<file path="config.mk">
export PLATFORM = sky130hd
export DESIGN_NAME = pm_event_hub
export DESIGN_NICKNAME = d
export VERILOG_FILES = /design/src/rtl/pm_event_pkg.sv /design/src/rtl/gpe_bank.sv /design/src/rtl/pm1_bank.sv /design/src/rtl/apm_ctl.sv /design/src/rtl/pm_event_hub.sv
export SDC_FILE = /design/constraint.sdc
export NUM_CORES = 1
export LEC_CHECK = 0
export BUFFER_PORTS_ARGS = -buffer_cell sky130_fd_sc_hd__clkbuf_2
export CAP_MARGIN = 20
export CORE_AREA = 2 2 83 85
export CTS_CLUSTER_DIAMETER = 150
export DETAILED_ROUTE_END_ITERATION = 10
export DIE_AREA = 0 0 85 87
export PLACE_DENSITY = 0.79
export SLEW_MARGIN = 15
export SYNTH_ARGS = -nofsm -noshare
export SYNTH_HDL_FRONTEND = slang
export SYNTH_SLANG_ARGS = --single-unit
</file>
<file path="constraint.sdc">
create_clock -name clk -period 2 [get_ports clk]
set_clock_uncertainty 0.15 [all_clocks]
set_input_delay 0.4 -clock clk [delete_from_list [all_inputs] [get_ports clk]]
set_output_delay 0.4 -clock clk [all_outputs]
set_load 0.01 [all_outputs]
</file>
<file path="src/rtl/pm_event_pkg.sv">
package pm_event_pkg;

    localparam int PM1_TMR_BIT = 0;
    localparam int PM1_GBL_BIT = 5;
    localparam int PM1_PWR_BIT = 8;
    localparam int PM1_RTC_BIT = 10;

    localparam logic [15:0] PM1_IMPL_MASK =
        (16'd1 << PM1_TMR_BIT) | (16'd1 << PM1_GBL_BIT) |
        (16'd1 << PM1_PWR_BIT) | (16'd1 << PM1_RTC_BIT);

    localparam logic [7:0] GPE_SCI_MASK = 8'h06;

    localparam logic [7:0] CMD_ACPI_ON  = 8'hF1;
    localparam logic [7:0] CMD_ACPI_OFF = 8'hF0;
    localparam int         CFG_SMI_BIT  = 1;

    typedef struct packed {
        logic rtc;
        logic pwr_btn;
        logic gbl_lock;
        logic timer;
    } fixed_evt_t;

    function automatic logic [15:0] fixed_set_vec(fixed_evt_t e);
        logic [15:0] v;
        v = '0;
        v[PM1_TMR_BIT] = e.timer;
        v[PM1_GBL_BIT] = e.gbl_lock;
        v[PM1_PWR_BIT] = e.pwr_btn;
        v[PM1_RTC_BIT] = e.rtc;
        return v;
    endfunction

    function automatic logic [7:0] w1c_byte(logic [7:0] cur, logic [7:0] clr,
                                            logic [7:0] set);
        return (cur & ~clr) | set;
    endfunction

endpackage

</file>
<file path="src/rtl/gpe_bank.sv">
module gpe_bank
    import pm_event_pkg::*;
#(
    parameter int BYTES = 2,
    localparam int LA_W = (2 * BYTES > 1) ? $clog2(2 * BYTES) : 1
) (
    input  logic               clk,
    input  logic               rst,
    input  logic               wr,
    input  logic [LA_W-1:0]    addr,
    input  logic [7:0]         wdata,
    input  logic [BYTES*8-1:0] evt,
    output logic [7:0]         rd_byte,
    output logic [7:0]         sts0,
    output logic [7:0]         en0
);

    logic [BYTES*8-1:0] sts_flat;
    logic [BYTES*8-1:0] en_flat;

    for (genvar b = 0; b < BYTES; b++) begin : g_byte
        logic [7:0] sts_q;
        logic [7:0] en_q;
        logic       hit_sts;
        logic       hit_en;

        assign hit_sts = wr && (int'(addr) == b);
        assign hit_en  = wr && (int'(addr) == BYTES + b);

        always_ff @(posedge clk) begin
            if (rst) begin
                sts_q <= '0;
                en_q  <= '0;
            end else begin
                sts_q <= w1c_byte(sts_q, hit_sts ? wdata : 8'h00, evt[b*8 +: 8]);
                if (hit_en) en_q <= wdata;
            end
        end

        assign sts_flat[b*8 +: 8] = sts_q;
        assign en_flat[b*8 +: 8]  = en_q;
    end

    always_comb begin
        rd_byte = 8'h00;
        for (int k = 0; k < BYTES; k++) begin
            if (int'(addr) == k)         rd_byte = sts_flat[k*8 +: 8];
            if (int'(addr) == BYTES + k) rd_byte = en_flat[k*8 +: 8];
        end
    end

    assign sts0 = sts_flat[7:0];
    assign en0  = en_flat[7:0];

    AST_GPE_EVT_SETS: assert property (@(posedge clk) disable iff (rst)
        (|evt) |=> ((sts_flat & $past(evt)) == $past(evt)));

    AST_GPE_ZERO_WRITE: assert property (@(posedge clk) disable iff (rst)
        (wr && wdata == 8'h00 && evt == '0 && int'(addr) < BYTES) |=> $stable(sts_flat));

endmodule

</file>
<file path="src/rtl/pm1_bank.sv">
module pm1_bank
    import pm_event_pkg::*;
(
    input  logic        clk,
    input  logic        rst,
    input  logic        wr,
    input  logic [1:0]  off,
    input  logic [7:0]  wdata,
    input  fixed_evt_t  evt,
    output logic [7:0]  rd_byte,
    output logic [15:0] sts,
    output logic [15:0] en,
    output logic        tmr_wake
);

    logic [15:0] sts_q, en_q, en_d, clr;

    always_comb begin
        clr  = '0;
        en_d = en_q;
        if (wr) begin
            case (off)
                2'd0: clr[7:0]   = wdata;
                2'd1: clr[15:8]  = wdata;
                2'd2: en_d[7:0]  = wdata;
                default: en_d[15:8] = wdata;
            endcase
        end
    end

    always_ff @(posedge clk) begin
        if (rst) begin
            sts_q <= '0;
            en_q  <= '0;
        end else begin
            sts_q <= ((sts_q & ~clr) | fixed_set_vec(evt)) & PM1_IMPL_MASK;
            en_q  <= en_d;
        end
    end

    always_comb begin
        case (off)
            2'd0: rd_byte = sts_q[7:0];
            2'd1: rd_byte = sts_q[15:8];
            2'd2: rd_byte = en_q[7:0];
            default: rd_byte = en_q[15:8];
        endcase
    end

    assign sts      = sts_q;
    assign en       = en_q;
    assign tmr_wake = en_q[PM1_TMR_BIT] & ~sts_q[PM1_TMR_BIT];

    AST_WAKE_DROPS: assert property (@(posedge clk) disable iff (rst)
        evt.timer |=> !tmr_wake);

    AST_PWR_SETS: assert property (@(posedge clk) disable iff (rst)
        evt.pwr_btn |=> sts_q[PM1_PWR_BIT]);

endmodule

</file>
<file path="src/rtl/apm_ctl.sv">
module apm_ctl
    import pm_event_pkg::*;
(
    input  logic       clk,
    input  logic       rst,
    input  logic       cmd_wr,
    input  logic       cfg_wr,
    input  logic [7:0] wdata,
    output logic       acpi_en,
    output logic [7:0] cmd_q,
    output logic [7:0] cfg_q,
    output logic       smi
);

    always_ff @(posedge clk) begin
        if (rst) begin
            acpi_en <= 1'b0;
            cmd_q   <= '0;
            cfg_q   <= '0;
            smi     <= 1'b0;
        end else begin
            if (cmd_wr) begin
                cmd_q <= wdata;
                if (wdata == CMD_ACPI_ON)       acpi_en <= 1'b1;
                else if (wdata == CMD_ACPI_OFF) acpi_en <= 1'b0;
            end
            if (cfg_wr) cfg_q <= wdata;
            smi <= cmd_wr & cfg_q[CFG_SMI_BIT];
        end
    end

    AST_SMI_CAUSE: assert property (@(posedge clk) disable iff (rst)
        smi |-> $past(cmd_wr));

    AST_ACPI_ON: assert property (@(posedge clk) disable iff (rst)
        (cmd_wr && wdata == CMD_ACPI_ON) |=> acpi_en);

    AST_ACPI_HOLD: assert property (@(posedge clk) disable iff (rst)
        !cmd_wr |=> $stable(acpi_en));

endmodule

</file>
<file path="src/rtl/pm_event_hub.sv">
module pm_event_hub
    import pm_event_pkg::*;
#(
    parameter int GPE_BYTES = 2,
    parameter int ADDR_W    = 4
) (
    input  logic                   clk,
    input  logic                   rst,
    input  logic                   bus_wr,
    input  logic [ADDR_W-1:0]      bus_addr,
    input  logic [7:0]             bus_wdata,
    output logic [7:0]             bus_rdata,
    input  logic [GPE_BYTES*8-1:0] gpe_evt,
    input  logic                   evt_timer,
    input  logic                   evt_gbl_lock,
    input  logic                   evt_pwr_btn,
    input  logic                   evt_rtc,
    output logic                   sci,
    output logic                   smi,
    output logic                   tmr_wake
);

    localparam int GPE_WIN   = 2 * GPE_BYTES;
    localparam int GA_W      = (GPE_WIN > 1) ? $clog2(GPE_WIN) : 1;
    localparam int PM1_BASE  = GPE_WIN;
    localparam int CTRL_ADDR = PM1_BASE + 4;
    localparam int CMD_ADDR  = PM1_BASE + 5;
    localparam int CFG_ADDR  = PM1_BASE + 6;

    logic        in_gpe, in_pm1;
    logic [GA_W-1:0] gpe_off;
    logic [1:0]  pm1_off;
    logic [7:0]  gpe_rd, pm1_rd, cmd_q, cfg_q;
    logic [7:0]  gpe_sts0, gpe_en0;
    logic [15:0] pm1_sts, pm1_en;
    logic        acpi_en;
    fixed_evt_t  fevt;

    assign in_gpe  = int'(bus_addr) < GPE_WIN;
    assign in_pm1  = (int'(bus_addr) >= PM1_BASE) && (int'(bus_addr) < PM1_BASE + 4);
    assign gpe_off = GA_W'(bus_addr);
    assign pm1_off = 2'(bus_addr - ADDR_W'(PM1_BASE));

    assign fevt.timer    = evt_timer;
    assign fevt.gbl_lock = evt_gbl_lock;
    assign fevt.pwr_btn  = evt_pwr_btn;
    assign fevt.rtc      = evt_rtc;

    gpe_bank #(.BYTES(GPE_BYTES)) u_gpe (
        .clk     (clk),
        .rst     (rst),
        .wr      (bus_wr && in_gpe),
        .addr    (gpe_off),
        .wdata   (bus_wdata),
        .evt     (gpe_evt),
        .rd_byte (gpe_rd),
        .sts0    (gpe_sts0),
        .en0     (gpe_en0)
    );

    pm1_bank u_pm1 (
        .clk      (clk),
        .rst      (rst),
        .wr       (bus_wr && in_pm1),
        .off      (pm1_off),
        .wdata    (bus_wdata),
        .evt      (fevt),
        .rd_byte  (pm1_rd),
        .sts      (pm1_sts),
        .en       (pm1_en),
        .tmr_wake (tmr_wake)
    );

    apm_ctl u_apm (
        .clk     (clk),
        .rst     (rst),
        .cmd_wr  (bus_wr && int'(bus_addr) == CMD_ADDR),
        .cfg_wr  (bus_wr && int'(bus_addr) == CFG_ADDR),
        .wdata   (bus_wdata),
        .acpi_en (acpi_en),
        .cmd_q   (cmd_q),
        .cfg_q   (cfg_q),
        .smi     (smi)
    );

    assign sci = (|(pm1_sts & pm1_en & PM1_IMPL_MASK)) |
                 (|(gpe_sts0 & gpe_en0 & GPE_SCI_MASK));

    always_comb begin
        if (in_gpe)                          bus_rdata = gpe_rd;
        else if (in_pm1)                     bus_rdata = pm1_rd;
        else if (int'(bus_addr) == CTRL_ADDR) bus_rdata = {7'd0, acpi_en};
        else if (int'(bus_addr) == CMD_ADDR)  bus_rdata = cmd_q;
        else if (int'(bus_addr) == CFG_ADDR)  bus_rdata = cfg_q;
        else                                 bus_rdata = 8'h00;
    end

    AST_SCI_AFTER_RESET: assert property (@(posedge clk) disable iff (rst)
        $past(rst) |-> !sci);

    AST_SCI_PWR_BTN: assert property (@(posedge clk) disable iff (rst)
        (evt_pwr_btn && pm1_en[PM1_PWR_BIT] && !bus_wr) |=> sci);

    AST_SCI_GPE_ENABLE: assert property (@(posedge clk) disable iff (rst)
        (bus_wr && int'(bus_addr) == GPE_BYTES && bus_wdata[1] && gpe_sts0[1])
        |=> sci);

endmodule

</file>
==> results of run 1 <==
==> power by group <==
part	switching [uW]	total, uW	internal [uW]
sequential	29.0	1470	1440
combinational	200	360	160
clock	522	1230	708
==> registers in the layout (all words and copies together), names as in the netlist <==
register,flops
u_gpe.en0,8
u_apm.cmd_q,8
u_gpe.sts0,8
u_gpe.g_byte.en_q,8
u_apm.acpi_en,1
u_pm1.sts,4
u_gpe.g_byte.sts_q,8
u_apm.smi,1
u_apm.cfg_q,8
u_pm1.en,16
==> what timing repair did <==
action | 4_1_cts | 5_1_grt
buffers inserted | 2 | 0
resized for setup | 21 | 11
setup endpoints to repair | 8 | 8
endpoints found under the hold margin | 0 | 0
pin swaps | 4 | 3
==> worst register-to-register path: cells and delay by family (launching register included) <==
kind	cells	cell delay, ps
DFF	1	330
and+or+nand+nor	1	60
muxes	1	140
buffers and inverters	1	120
==> cell families (layout without fill, tap and decap cells) <==
group / after synthesis / after routing / share of synthesized area [%]
AND/OR/NAND/NOR: 133 / 133 / 18.9
flip-flops: 70 / 70 / 43.6
multiplexers: 57 / 57 / 21.1
AO/OA/AOI/OAI: 54 / 54 / 10.4
buffers and inverters: 38 / 98 / 6.00
==> worst min-delay path by stage <==
stage                     slack [ps]                                   to                 startpoint
final                            100  u_gpe.g_byte[1].sts_q[4]$_SDFF_PP0_                gpe_evt[12]
after global routing             100  u_gpe.g_byte[1].sts_q[4]$_SDFF_PP0_                gpe_evt[12]
after CTS                         90  u_gpe.g_byte[1].sts_q[4]$_SDFF_PP0_                gpe_evt[12]
after detailed placement         300            u_gpe.en0[4]$_SDFFE_PP0P_  u_gpe.en0[4]$_SDFFE_PP0P_
after global placement           290            u_gpe.en0[0]$_SDFFE_PP0P_  u_gpe.en0[0]$_SDFFE_PP0P_
after floorplan                  280            u_gpe.en0[0]$_SDFFE_PP0P_  u_gpe.en0[0]$_SDFFE_PP0P_
==> synth_stat cells <==
library cell and instances:
sky130_fd_sc_hd__buf_6 1, sky130_fd_sc_hd__dfxtp_1 70, sky130_fd_sc_hd__clkbuf_1 15, sky130_fd_sc_hd__a22oi_1 3, sky130_fd_sc_hd__nand2b_1 2, sky130_fd_sc_hd__nor2_1 72, sky130_fd_sc_hd__inv_2 1, sky130_fd_sc_hd__inv_1 2
sky130_fd_sc_hd__and2_1 3, sky130_fd_sc_hd__o311ai_1 1, sky130_fd_sc_hd__buf_1 1, sky130_fd_sc_hd__mux2i_1 44, sky130_fd_sc_hd__nor3b_4 1, sky130_fd_sc_hd__nor4bb_1 1, sky130_fd_sc_hd__nand4_1 1, sky130_fd_sc_hd__o211ai_1 1
sky130_fd_sc_hd__a31oi_1 1, sky130_fd_sc_hd__mux4_2 8, sky130_fd_sc_hd__o21ai_1 1, sky130_fd_sc_hd__a21oi_1 32, sky130_fd_sc_hd__o31ai_1 6, sky130_fd_sc_hd__o32ai_1 2, sky130_fd_sc_hd__and3_1 2, sky130_fd_sc_hd__mux2_1 5
sky130_fd_sc_hd__a221oi_1 7, sky130_fd_sc_hd__buf_2 10, sky130_fd_sc_hd__buf_4 8, sky130_fd_sc_hd__and3b_1 4, sky130_fd_sc_hd__nand3_1 30, sky130_fd_sc_hd__nand2_1 14, sky130_fd_sc_hd__nor2b_1 3
==> routing by layer <==
| layer | GRT usage (%) | vias to the layer above |
|---|---|---|
| li1 | - | 1345 |
| met1 | 29.6 | 1396 |
| met2 | 41.7 | 90 |
| met3 | 5.40 | 21 |
| met4 | 12.6 | 0 |
| met5 | 0 | - |
==> cell type report <==
class                   instances  area (um^2)
clock inverters                 3         40.0
well taps                      80          100
multi-input cells             244         1710
flip-flops and latches         70         1410
inverters                       3         11.3
fillers                       513         2560
clock buffers                  13          179
repair buffers                 79          558
==> through the flow <==
step,total power [uW],worst slack [ps],util (%),TNS (ps)
5_1_grt,3150,-155,61.0,-966
2_1_floorplan,1690,3.51,-,0
6_report,3060,-137,61.0,-552
3_3_place_gp,1810,-155,55.6,-963
4_1_cts,3040,-144,60.4,-449
3_5_place_dp,1820,-214,55.6,-1170
==> summary.md, run 1 <==
| Metric | Value |
|---|---|
| Number of cells traversed by the worst hold path | 3 |
| Routed WL per cell | 17.7 um |
| Fin nets | 442 |
| FF-to-FF setup slack | 1100 ps |
| Clock tree root buffer cell | sky130_fd_sc_hd__clkbuf_8 |
| R2R Path End | u_gpe.g_byte[1].en_q[4]$_SDFFE_PP0P_ |
| Most frequent standard cell in the layout excluding fill and tap cells | sky130_fd_sc_hd__nor2_1 |
| Max-slew violations | 0 |
| Post-synth top area share | 43.6% |
| Final Hold Vio Count | 0 |
| Worst-case headroom to the max-slew limit | 72.6% |
| Highest-count cells in the layout ignoring fill and taps | sky130_fd_sc_hd__nor2_1, sky130_fd_sc_hd__dfxtp_1, sky130_fd_sc_hd__mux2i_1 |
| Status | finished, violations left |
| Synthesis warning total | 0 |
| Count of distinct cell types in the synthesized netlist | 31 |
| Count of max-cap constraint violations | 0 |
| WL met3 | 491 um |
| Final setup violation count | 8 |
| CP bufs+invs | 3 |
| Number of nets with antenna violations after routing | 0 |
| Finished Layout Cells | 492 |
| Nature of the critical path startpoint | input port |
| Post-route met1 wirelength | 3670 um |
| Highest attainable clock frequency | 0.468 GHz |
| X dimension of the die | 85 um |
| GRT Total Usage | 24.7% |
| Actual transition at the worst max-transition pin | 411 ps |
| CP Depth | 6 |
| Dominant cell type by area after synthesis | sky130_fd_sc_hd__dfxtp_1 |
| Routed length on met2 | 4330 um |
| Initial Utilization | 48.9% |
| Hold WS | 96.9 ps |
| Non-Filler Cell Area, Final | 0.00401 mm^2 |
| Buffers on Ports | 45 |
| Post-route DRC | 0 |
| Origin of the worst setup path | bus_addr[0] |
| Highest fanout seen on the critical path | 6 |
| Leakage power | 0.00160 uW |
| DR vias | 2852 |
| Number of antenna cells inserted | 0 |
| Synth Cell Area | 0.00321 mm^2 |
| Register clock-pin slew on the reported worst setup and hold paths | 80 ps |
| Tmin final | 2140 ps |
| Number of antenna violations at the first check in global routing | 0 |
| Setup repair after global routing missed its margin | yes |
| Critical path data arrival time | 1590 ps |
| Sequential share of the synthesized area | 43.6% |
| Nets in the synthesized netlist | 387 |
| CTS tree | built |
| Area contributors post-synth | sky130_fd_sc_hd__dfxtp_1, sky130_fd_sc_hd__mux2i_1, sky130_fd_sc_hd__nor2_1, sky130_fd_sc_hd__mux4_2, sky130_fd_sc_hd__a21oi_1 |
| Synthesized area per cell | 9.12 um^2 |
| Vias per std cell | 5.80 |
| First-pass GRT wire length | 14000 um |
| Worst ir drop on vdd | 0.000457 V |
| Violations in the final reports | setup timing |
| Die outline height | 87 um |
| Detailed-placement wirelength estimate | 5820 um |
| Top Family by Delay on Critical Path | multiplexers |
| Area growth from synthesis to final layout | 24.8% |
| TritonCTS buffer count | 9 |
| Crit path setup slack, layout | -137 ps |
| Die area | 0.00740 mm^2 |
| Total I/O pin count | 46 |
| Reg-to-reg critical path startpoint | u_gpe.g_byte[1].en_q[4]$_SDFFE_PP0P_ |
| Fraction of final layout cells with drive strength greater than 1 | 31.1% |
| Critical path capture point type | output port |
| Post-synthesis sequential element count | 70 |
| Number of cells on the worst reg-to-reg path | 3 |
| Wirelength, routed | 8710 um |
| Highest Signal Layer | met4 |
| Crit share post-route | 107% |
| PwrDens | 763 mW/mm^2 |
| DRC marker count from the first detailed-route iteration | 180 |
| Final weighted congestion of routability-driven global placement | 0.853 |
| Clock Tree Buf Depth | 2 |
| CP required | 1450 ps |
| CTS H-Tree Depth | 3 |
| Number of buffers added to fix hold violations after cts | 0 |
| Type of the worst min-delay path | input port to flip-flop |
| Longest individual stage delay on the worst path | 550 ps |
| Critical path start-end classification | input port to output port |
| Drt pass-1 iters | 4 |
| Number of cell rows | 30 |
| Pin count of the biggest net entering global routing | 29 |
| Via count of the first global-routing pass | 2838 |
| Core Footprint | 0.00657 mm^2 |
| Cell at the slowest stage of the critical path | sky130_fd_sc_hd__mux4_2 |
| CP Capture Point | bus_rdata[1] |
| Placed cell count | 474 |
| Worst skew pair latency | 350 ps |
| Remaining global-route overflow | 0 |
| Area after detailed placement | 0.00365 mm^2 |
| Chain of cells forming the critical path | clkbuf_16 -> buf_12 -> mux4_2 -> nor2_4 -> o31ai_4 -> clkbuf_2 |
| Gate count after technology mapping | 352 |
| Clock tree sinks | 70 |
Power figures use the tool's default switching activity.
==> run 2, diff against run 1 <==
==> constraint.sdc (replaced) <==
create_clock -name clk -period 2 [get_ports clk]
set_clock_uncertainty 0.15 [all_clocks]
set_input_delay 0.2 -clock clk [delete_from_list [all_inputs] [get_ports clk]]
set_output_delay 0.2 -clock clk [all_outputs]
set_load 0.01 [all_outputs]
==> run 2 against run 1 <==
Net effect: the run now ends clean; routed wire length is 7.5% lower; flip-flop and latch count is the same; count of clock-buffer cells in the layout fell by 3; non-clock buffer count up 4; design area fell by 2.7%; sequential power barely moved; sequential share of layout area rose by 0.75 points; highest routed layer unchanged; worst setup slack better by 190 ps; worst hold slack lost 33 ps; core utilization fell by 1.6 points; critical path depth down 2.
==> summary.md, run 2 (same netlist as run 1, synthesis figures left out) <==
| Metric | Value |
|---|---|
| Crit share post-route | 97.2% |
| Highest-count cells in the layout ignoring fill and taps | sky130_fd_sc_hd__nor2_1, sky130_fd_sc_hd__dfxtp_1, sky130_fd_sc_hd__clkbuf_2 |
| Count of max-cap constraint violations | 0 |
| Total area of multi-input combinational cells | 0.00162 mm^2 |
| Number of cells traversed by the worst hold path | 3 |
| Reg-to-reg critical path startpoint | u_apm.cfg_q[0]$_SDFFE_PP0P_ |
| Vias per std cell | 5.56 |
| Detailed-placement wirelength estimate | 5560 um |
| Clock tree root buffer cell | sky130_fd_sc_hd__clkbuf_8 |
| Post-route DRC | 0 |
| Most frequent standard cell in the layout excluding fill and tap cells | sky130_fd_sc_hd__nor2_1 |
| X dimension of the die | 85 um |
| Setup repair after global routing missed its margin | yes |
| Via count of the first global-routing pass | 2724 |
| CTS H-Tree Depth | 3 |
| Final setup violation count | 0 |
| DR vias | 2748 |
| Origin of the worst setup path | u_gpe.g_byte[1].en_q[0]$_SDFFE_PP0P_ |
| Area after detailed placement | 0.00354 mm^2 |
| Footprint of the flip-flops and latches | 0.00140 mm^2 |
| Fraction of final layout cells with drive strength greater than 1 | 21.0% |
| FF-to-FF setup slack | 1160 ps |
| Tmin final | 1940 ps |
| Leakage power | 0.00152 uW |
| GRT Total Usage | 23.1% |
| Die area | 0.00740 mm^2 |
| Number of nets with antenna violations after routing | 0 |
| TritonCTS buffer count | 9 |
| First-pass GRT wire length | 13300 um |
| Die outline height | 87 um |
| Worst-case headroom to the max-slew limit | 70.2% |
| Number of antenna cells inserted | 0 |
| Non-Filler Cell Area, Final | 0.00390 mm^2 |
| Fillers | 556 |
| Critical path data arrival time | 1590 ps |
| Worst skew pair latency | 350 ps |
| R2R Path End | u_apm.cfg_q[0]$_SDFFE_PP0P_ |
| PwrDens | 705 mW/mm^2 |
| Total I/O pin count | 46 |
| Final Hold Vio Count | 0 |
| Type of the worst min-delay path | input port to flip-flop |
| Clock tree sinks | 70 |
| CP required | 1650 ps |
| Number of cells on the worst reg-to-reg path | 4 |
| Routed WL per cell | 16.3 um |
| Number of antenna violations at the first check in global routing | 0 |
| Status | finished, final reports clean |
| Fin nets | 446 |
| CTS tree | built |
| Worst ir drop on vdd | 0.000534 V |
| Setup TNS | 0 ps |
| CP Capture Point | bus_rdata[0] |
| Highest attainable clock frequency | 0.515 GHz |
| Final weighted congestion of routability-driven global placement | 0.870 |
| Wirelength, routed | 8060 um |
| Area growth from synthesis to final layout | 21.4% |
| Pin count of the biggest net entering global routing | 49 |
| Initial Utilization | 48.9% |
| Critical path capture point type | output port |
| Max-slew violations | 0 |
| Highest fanout seen on the critical path | 2 |
| DRC marker count from the first detailed-route iteration | 223 |
| Core Footprint | 0.00657 mm^2 |
| Drt pass-1 iters | 4 |
| Critical path start-end classification | flip-flop to output port |
| Buffers on Ports | 45 |
| Count of buffers added by post-CTS timing repair for setup | 0 |
| Register clock-pin slew on the reported worst setup and hold paths | 70 ps |
| Max FFs per register | 16 |
| Actual transition at the worst max-transition pin | 448 ps |
| Clock Tree Buf Depth | 2 |
| Remaining global-route overflow | 0 |
| Nature of the critical path startpoint | flip-flop |
| Number of cell rows | 30 |
## run 2: layer usage
metal	global-route usage, %	up-vias	share of wire (%)
met5	0	-	0
met4	8.08	0	1.0
met3	5.59	7	6.2
met2	37.4	91	49
met1	30.5	1306	43
li1	-	1344	-
## run 2: area by class of cell
| type | instances | share of cell area, % |
|---|---|---|
| timing repair buffer | 83 | 15.7 |
| clock inverter | 4 | 0.674 |
| sequential | 70 | 35.9 |
| clock buffer | 10 | 3.27 |
| inverter | 3 | 0.289 |
| tap | 80 | 2.57 |
| multi-input combinational | 244 | 41.6 |
## run 2: worst min-delay path by stage
stage                      start                                   to  slack (ps)
floorplan             gpe_evt[8]  u_gpe.g_byte[1].sts_q[0]$_SDFF_PP0_         170
global placement     evt_pwr_btn              u_pm1.sts[8]$_SDFF_PP0_         250
detailed placement    gpe_evt[4]             u_gpe.sts0[4]$_SDFF_PP0_         260
CTS                 bus_wdata[7]            u_gpe.en0[7]$_SDFFE_PP0P_          50
global route        bus_wdata[7]            u_gpe.en0[7]$_SDFFE_PP0P_          80
finish              bus_wdata[7]            u_gpe.en0[7]$_SDFFE_PP0P_          60
## run 2: worst max-delay path, cell delays in order (launching register included)
cell	delay (ps)
sky130_fd_sc_hd__dfxtp_1	320
sky130_fd_sc_hd__mux4_2	480
sky130_fd_sc_hd__o211ai_1	210
sky130_fd_sc_hd__o31ai_2	110
sky130_fd_sc_hd__clkbuf_2	140
## run 2: stage by stage
step	power (uW)	hold WS [ps]	instances	setup slack [ps]	utilization, %
floorplan	1680	167	352	335	-
global placement	1790	254	460	182	53.9
detailed placement	1800	262	460	75.8	53.9
CTS	2770	51.8	494	63.4	59.3
global route	2860	82.1	494	-28.1	59.4
finish	2750	64.2	494	56.7	59.4
## run 2: repair_timing
item | in CTS | in global routing
endpoints found under the setup margin | 0 | 1
hold buffers | 20 | 0
resized for setup | 0 | 1
endpoints found under the hold margin | 20 | 0
## run 2: where the power goes
part	switching, uW	internal, uW	total [uW]
Clock	510	434	944
Sequential	28.6	1440	1460
Combinational	183	157	341
Total	722	2030	2750
